[src/rtl/dseq_pkg.sv]
package dseq_pkg;

    localparam int NSTAGE = 4;

    typedef enum logic [1:0] {
        ST_PCLK = 2'd0,
        ST_SYNC = 2'd1,
        ST_DISP = 2'd2,
        ST_PWM  = 2'd3
    } stage_e;

    typedef struct packed {
        logic on;
        logic pend_on;
        logic pend_off;
    } gate_t;

    // Stage whose status must be low before stage i may be switched off,
    // or -1 when stage i goes off at once.
    function automatic int dis_guard(input int i);
        return (i < NSTAGE - 2) ? i + 1 : -1;
    endfunction

endpackage

[src/rtl/dseq_gate.sv]
module dseq_gate
    import dseq_pkg::*;
(
    input  logic clk,
    input  logic rst,
    input  logic en_req,
    input  logic dis_req,
    input  logic pred_up,
    input  logic pred_drop,
    input  logic guard_down,
    output logic en_out
);
    gate_t st, nxt;

    always_comb begin
        nxt = st;
        if (dis_req) begin
            nxt.pend_on = 1'b0;
            if (guard_down) begin
                nxt.on       = 1'b0;
                nxt.pend_off = 1'b0;
            end else begin
                nxt.pend_off = 1'b1;
            end
        end else if (en_req) begin
            nxt.pend_off = 1'b0;
            if (pred_up) begin
                nxt.on      = 1'b1;
                nxt.pend_on = 1'b0;
            end else if (!pred_drop) begin
                nxt.pend_on = 1'b1;
            end
        end else begin
            if (st.pend_on) begin
                if (pred_drop) begin
                    nxt.pend_on = 1'b0;
                end else if (pred_up) begin
                    nxt.on      = 1'b1;
                    nxt.pend_on = 1'b0;
                end
            end
            if (st.pend_off && guard_down) begin
                nxt.on       = 1'b0;
                nxt.pend_off = 1'b0;
            end
        end
    end

    always_ff @(posedge clk) begin
        if (rst) st <= '0;
        else     st <= nxt;
    end

    assign en_out = st.on;


    pend_excl_chk: assert property (@(posedge clk) disable iff (rst)
        !(st.pend_on && st.pend_off));

endmodule

[src/rtl/dseq_settle.sv]
module dseq_settle #(
    parameter int SET_W = 4
) (
    input  logic             clk,
    input  logic             rst,
    input  logic             ack,
    input  logic [SET_W-1:0] cfg,
    output logic             sts
);
    logic [SET_W-1:0] cnt;
    logic [SET_W:0]   cnt_inc;

    assign cnt_inc = {1'b0, cnt} + 1'b1;

    always_ff @(posedge clk) begin
        if (rst) begin
            sts <= 1'b0;
            cnt <= '0;
        end else if (ack == sts) begin
            cnt <= '0;
        end else if (cnt_inc >= {1'b0, cfg}) begin
            sts <= ack;
            cnt <= '0;
        end else begin
            cnt <= cnt_inc[SET_W-1:0];
        end
    end


    sts_rise_chk: assert property (@(posedge clk) disable iff (rst)
        $rose(sts) |-> $past(ack));

    sts_fall_chk: assert property (@(posedge clk) disable iff (rst)
        $fell(sts) |-> !$past(ack));

endmodule

[src/rtl/dseq_watch.sv]
module dseq_watch #(
    parameter int TMO_CYCLES = 1000
) (
    input  logic clk,
    input  logic rst,
    input  logic en,
    input  logic sts,
    input  logic clr,
    output logic flag
);
    localparam int CW = $clog2(TMO_CYCLES + 1);
    localparam logic [CW-1:0] LIMIT = CW'(TMO_CYCLES);
    localparam logic [CW-1:0] FIRE  = CW'(TMO_CYCLES - 1);

    logic [CW-1:0] cnt;
    logic          mism;

    assign mism = (en != sts);

    always_ff @(posedge clk) begin
        if (rst) begin
            cnt  <= '0;
            flag <= 1'b0;
        end else begin
            if (!mism)            cnt <= '0;
            else if (cnt != LIMIT) cnt <= cnt + 1'b1;

            if (mism && cnt == FIRE) flag <= 1'b1;
            else if (clr)            flag <= 1'b0;
        end
    end


    flag_cause_chk: assert property (@(posedge clk) disable iff (rst)
        $rose(flag) |-> $past(mism));

    flag_clear_chk: assert property (@(posedge clk) disable iff (rst)
        ($past(clr) && !$past(mism)) |-> !flag);

endmodule

[src/rtl/disp_stage_seq.sv]
module disp_stage_seq
    import dseq_pkg::*;
#(
    parameter int TMO_CYCLES = 1000,
    parameter int SET_W      = 4
) (
    input  logic                     clk,
    input  logic                     rst,
    input  logic [NSTAGE-1:0]        en_strobe,
    input  logic [NSTAGE-1:0]        dis_strobe,
    input  logic [NSTAGE-1:0]        tmo_clr,
    input  logic [NSTAGE*SET_W-1:0]  settle_cfg,
    input  logic [NSTAGE-1:0]        stage_ack,
    output logic [NSTAGE-1:0]        stage_en,
    output logic [NSTAGE-1:0]        stage_sts,
    output logic [NSTAGE-1:0]        tmo_flag
);
    logic [NSTAGE-1:0] pred_up, pred_drop, guard_down;

    for (genvar i = 0; i < NSTAGE; i++) begin : g_stage
        localparam int G = dis_guard(i);

        if (i == 0) begin : g_first
            assign pred_up[i]   = 1'b1;
            assign pred_drop[i] = 1'b0;
        end else begin : g_chain
            assign pred_up[i]   = stage_sts[i-1];
            assign pred_drop[i] = dis_strobe[i-1];


            en_order_chk: assert property (@(posedge clk) disable iff (rst)
                $rose(stage_en[i]) |-> $past(stage_sts[i-1]));
        end

        if (G < 0) begin : g_free
            assign guard_down[i] = 1'b1;
        end else begin : g_guard
            assign guard_down[i] = !stage_sts[G];


            dis_order_chk: assert property (@(posedge clk) disable iff (rst)
                $fell(stage_en[i]) |-> !$past(stage_sts[G]));
        end

        dseq_gate u_gate (
            .clk        (clk),
            .rst        (rst),
            .en_req     (en_strobe[i]),
            .dis_req    (dis_strobe[i]),
            .pred_up    (pred_up[i]),
            .pred_drop  (pred_drop[i]),
            .guard_down (guard_down[i]),
            .en_out     (stage_en[i])
        );

        dseq_settle #(.SET_W(SET_W)) u_settle (
            .clk (clk),
            .rst (rst),
            .ack (stage_ack[i]),
            .cfg (settle_cfg[i*SET_W +: SET_W]),
            .sts (stage_sts[i])
        );

        dseq_watch #(.TMO_CYCLES(TMO_CYCLES)) u_watch (
            .clk  (clk),
            .rst  (rst),
            .en   (stage_en[i]),
            .sts  (stage_sts[i]),
            .clr  (tmo_clr[i]),
            .flag (tmo_flag[i])
        );
    end

endmodule

[config.mk]
export PLATFORM = sky130hd
export DESIGN_NAME = disp_stage_seq
export DESIGN_NICKNAME = d
export VERILOG_FILES = /design/src/rtl/dseq_pkg.sv /design/src/rtl/dseq_gate.sv /design/src/rtl/dseq_settle.sv /design/src/rtl/dseq_watch.sv /design/src/rtl/disp_stage_seq.sv
export SDC_FILE = /design/constraint.sdc
export NUM_CORES = 1
export LEC_CHECK = 0
export BUFFER_PORTS_ARGS = -buffer_cell sky130_fd_sc_hd__buf_2
export CAP_MARGIN = 0
export CORE_MARGIN = 2
export CORE_UTILIZATION = 30
export DETAILED_ROUTE_END_ITERATION = 8
export SYNTH_ARGS = -nofsm -noshare
export SYNTH_HDL_FRONTEND = slang
export SYNTH_SLANG_ARGS = --single-unit
[constraint.sdc]
create_clock -name clk -period 2.12 [get_ports clk]
set_input_delay 0.212 -clock clk [delete_from_list [all_inputs] [get_ports clk]]
set_output_delay 0.212 -clock clk [all_outputs]
set_load 0.01 [all_outputs]
[Word level (Yosys, flattened, before mapping)]
Cells that the tools add are included.
Operators by class
  bitwise operators: 8
  add/sub/neg operators: 8
  order comparisons: 4
  eq/ne operators: 27
  reduce and logical (&&, ||, !) cells: 41
  multiplexer cells: 46
Operator list (number)
  $add 10x1->10 const B: 4
  $eq 10x10->1 const B: 4
  $ne 10x10->1 const B: 4
  $mux 1: 33
  $add 4x1->5 const B: 4
  $ge 5x4->1: 4
  $mux 3: 6
  $ne 3x2->1 const B: 5
  $reduce_bool 3->1: 5
  $reduce_or 3->1: 5
  $mux 2: 7
  $reduce_or 2->1: 7
  $reduce_bool 2->1: 6
  $reduce_and 2->1: 5
  $not 1->1: 8
  $reduce_and 4->1: 2
  $reduce_bool 4->1: 2
  $logic_and 1x1->1: 6
  $reduce_and 5->1: 1
  $eq 1x1->1: 4
  $ne 1x1->1: 4
  $ne 2x1->1 const B: 2
  $ne 2x2->1 const B: 2
  $ne 4x2->1 const B: 1
  2 further kinds: 3
Storage, ports and cells
  bits in registers: 76
  bits of input ports: 34

[Longest topological paths before layout]
  depth after elaboration: 6
  depth in mapped cells: 6
  depth with buffers taken out: 6

[Cells and area by module]
A second synthesis with hierarchy kept.
Unflattened totals
  cells, all modules: 452
  area total of the unflattened synthesis: 4048.9 µm²
By module, submodules not included
  dseq_watch: area an instance 540.5 µm², sequential area each 220.2 µm², cells each 62, instances 4
  dseq_settle: area an instance 306.5 µm², sequential area each 100.1 µm², cells each 31, instances 4
  dseq_gate: area an instance 161.4 µm², sequential area each 60.1 µm², cells each 19, instances 4
  disp_stage_seq: area an instance 15.0 µm², sequential area each 0.0 µm², cells each 4, instances 1

[Least setup slack after synthesis]
Ideal clock, no wire load.
  path type: flip-flop to flip-flop
  from: register g_stage[2].u_settle.cnt[0]
  to: register g_stage[2].u_settle.sts
  clock period less this slack: 1.530 ns
  setup time: 0.072 ns
  slack: 0.590 ns
  cell stages (with the launch flop): 6
  arrival: 1.459 ns
  cells stage by stage: dfxtp_1 ha_1 ha_1 a211oi_1 o21a_1 mux2i_1
On the way
  cells in the longest elaborated chain, start to end: 3
Ends and longest elaborated chain
  from (decl): RTL line dseq_settle.sv:10  | logic [SET_W-1:0] cnt;
  from (signal assigned): RTL line dseq_settle.sv:25  | cnt <= cnt_inc[SET_W-1:0];
  $add 4x1->5: RTL line dseq_settle.sv:13  | assign cnt_inc = {1'b0, cnt} + 1'b1;
  via g_stage[2].u_settle.cnt_inc[1]: RTL line dseq_settle.sv:11  | logic [SET_W:0] cnt_inc;
  $ge 5x4->1: RTL line dseq_settle.sv:21  | end else if (cnt_inc >= {1'b0, cfg}) begin
  $reduce_and 2->1 (no line)
  to (signal assigned): RTL line dseq_settle.sv:22  | sts <= ack;
  to (decl): RTL line dseq_settle.sv:8  | output logic sts
The timed path passes the listed nets, and every way through them passes these cells.
A chain may end at the register's enable or synchronous reset.

[Final worst setup path]
Same ends and word-level chain as after synthesis.

==> results.md <==
* Outcome: finished, final reports clean
* WS Path Type: reg -> reg
* Pleak at ~1.7 nW
* Post-CTS Hold Buffers at 0
* Die ar. at 0.0135 sq mm
* Initial antenna violation count at 0
* Vias in the first global route at 2846
* Power per cell area at 734 mW/mm^2
* Relative slew slack at 0.657
* # resized after CTS at 0
* Primary FF master, synth: dfxtp_1
* Max VDD drop at 0.000328 V
* #FFs+latches synth at 73
* DRT iter0 DRCs at 102
* Overall power at 3.24 mW
* Die extent in y at ~120 microns
* Layout fillers at ~1300
* Synth-to-layout area growth at 16.9%
* Setup Buffers After CTS at 0
* H-tree depth at 3
* Mapped Area at 0.00378 sq mm
* Post-route setup slack at between 0.4 and 0.5 ns
* DRT Pass-1 Iters at 4
* DRT Wirelength at 7190 microns
* Critical path fanouts, max at 4
* Largest net degree at the start of global routing at 29
* Number of distinct library cells after synthesis at 44
* Share of layout cells above drive strength 1 at 0.150
* DIE WIDTH at 116 microns
* Initial core utilization at 0.303
* First-pass GRT wire length at 12200 microns
* Root cell of the clock tree: clkbuf_16
* Final clock skew at 0.00614 ns
* Final Cycle Share at 0.808
* CTS Sinks at 73
* Setup TNS at 0 ns
* Post-synth EDFFs at 0
* Post-route ant nets at 0
* Required time of the critical path at 2.38 ns
* Setup repair after global routing missed its margin: no
* Cells after DPL at 624
* Drt via density at roughly 4.5
* Area used by multi-input combinational logic at 0.00207 sq mm
* Most common cell after layout, fill and taps aside: dfxtp_1
* Fin. Hold Viols at 0
* WL/cell at 11.2 microns
* Synth warnings at 0
* Worst Hold Class: in -> reg
* Max Freq at 584 MHz
* Hold WS at 0.0565 ns
* DR DRC count at 0
* Crit path DAT at about 2.0 ns
* Fin util at 0.355
* Fin area at 0.00442 sq mm
* Clock Path Buffers at 2
* Number of port buffers at 45
* Synth Area per Inst at just under 9 sq um
* Post-Syn Instances at 426
* Measured slew at the worst slew-check pin at 0.515 ns
* Final Non-Filler Cells at 640
* Clk slew on worst S/H paths at roughly 0.06 ns
* Worst-Skew Late Latency at between 0.3 and 0.4 ns
* Main area contributors after synthesis: dfxtp_1, ha_1, xnor2_1
* Global route overflow at 0
* Final GP Congestion at 0.797
* Final Max Tran Viols at 0
* DPL Wire Length at about 5500 microns
* IO Count at 46
* Critical Path Sink Type: flip-flop
* Vias at 2865
* Core area at 0.0125 sq mm
* Crit path launch type: flip-flop
* FF+latch area at 0.00146 sq mm
* Yosys top cell area share at 0.386
* Nets at around 530
* Post-place setup slack at 0.413 ns
* Post-Syn Nets at 488
* GRT Overall Usage at 0.115
* CTS tree: yes
* Seq/Total Area, Yosys at 0.386
* Post-synthesis async set-or-reset flop share at 0
* Final setup fails at 0
* Row count at 41
* Max-cap check violation count at 0
* Most frequent cells in the layout: dfxtp_1, nor2_1, buf_2, inv_1, ha_1
* Crit path time final at 1.71 ns
* Area after DPL at 0.00410 sq mm
* # diodes at 0
* Yosys top cell by area: dfxtp_1
* Cts bufs inserted at 9
-- synthesized netlist by cell type, types with 2 or more instances --
master    instances
o211ai_1          3
a31oi_1           4
buf_4            13
xor2_1           16
nor4b_1           2
nand2b_1         22
o21ai_0          15
mux2i_1           8
a211oi_1          3
ha_1             28
xnor2_1          27
and3_1            6
nand3_1          19
nor2_1           49
nand4_1           6
or3_1             7
o21a_1            2
a21o_1            3
nand2_1          18
nand4b_1          2
clkbuf_1          4
nor2b_1           9
buf_2             4
or3b_1            2
dfxtp_1          73
nor4_1            3
nor3_1           13
nand3b_1          2
a21oi_1          18
inv_1            30
nor4_4            2
-- cells by family after synthesis --
kind of cell / share of synthesized area
adder cells (fa/ha/maj): 0.0953
buffers and inverters: 0.0649
AND/OR/NAND/NOR: 0.243
multiplexers: 0.0242
XOR/XNOR: 0.0996
flip-flops: 0.386
AO/OA/AOI/OAI: 0.0867
-- layout make-up --
cell class              count  share of cell area
inverters                  30              0.0255
multi-input cells         302               0.469
well taps                 172              0.0487
flip-flops and latches     73               0.331
clock buffers              12              0.0603
repair buffers             47              0.0543
clock inverters             4              0.0113
-- power breakdown --
part	switching (mW)	internal, mW
clock network	0.576	1.01
logic	0.123	0.110
registers	0.0304	1.40
-- registers in the layout, indices dropped and copies added, names as in the netlist --
name / count
g_stage.u_gate.en_out: 4
g_stage.u_gate.st: 5
g_stage.u_watch.cnt: 40
g_stage.u_settle.sts: 4
g_stage.u_watch.flag: 4
g_stage.u_settle.cnt: 16
-- per-layer routing --
metal,track usage,share of wire,up-vias
met4,0.0571,0.020,0
met2,0.200,0.48,37
met5,0,0,-
met1,0.133,0.47,1298
met3,0.0234,0.033,10
li1,-,-,1520
-- worst max-delay path, cell delays in order (launching register included) --
cell and delay, ns:
dfxtp_1 0.35, ha_1 0.32, ha_1 0.28, a211oi_1 0.32, o21a_1 0.21, mux2i_1 0.17
-- worst paths after layout --
check        cells after the start  slack [ns]                             startpoint                              endpoint
max                              5        0.41  g_stage[2].u_settle.cnt[0]$_SDFF_PP0_  g_stage[2].u_settle.sts$_SDFFE_PP0P_
min                              2        0.06                          dis_strobe[3]  g_stage[3].u_gate.st[1]$_SDFFE_PP0P_
max reg2reg                      5        0.41  g_stage[2].u_settle.cnt[0]$_SDFF_PP0_  g_stage[2].u_settle.sts$_SDFFE_PP0P_
min reg2reg                      1        0.46   g_stage[1].u_watch.flag$_SDFFE_PP0P_  g_stage[1].u_watch.flag$_SDFFE_PP0P_
Note: power is estimated with default switching activity, not from simulation.
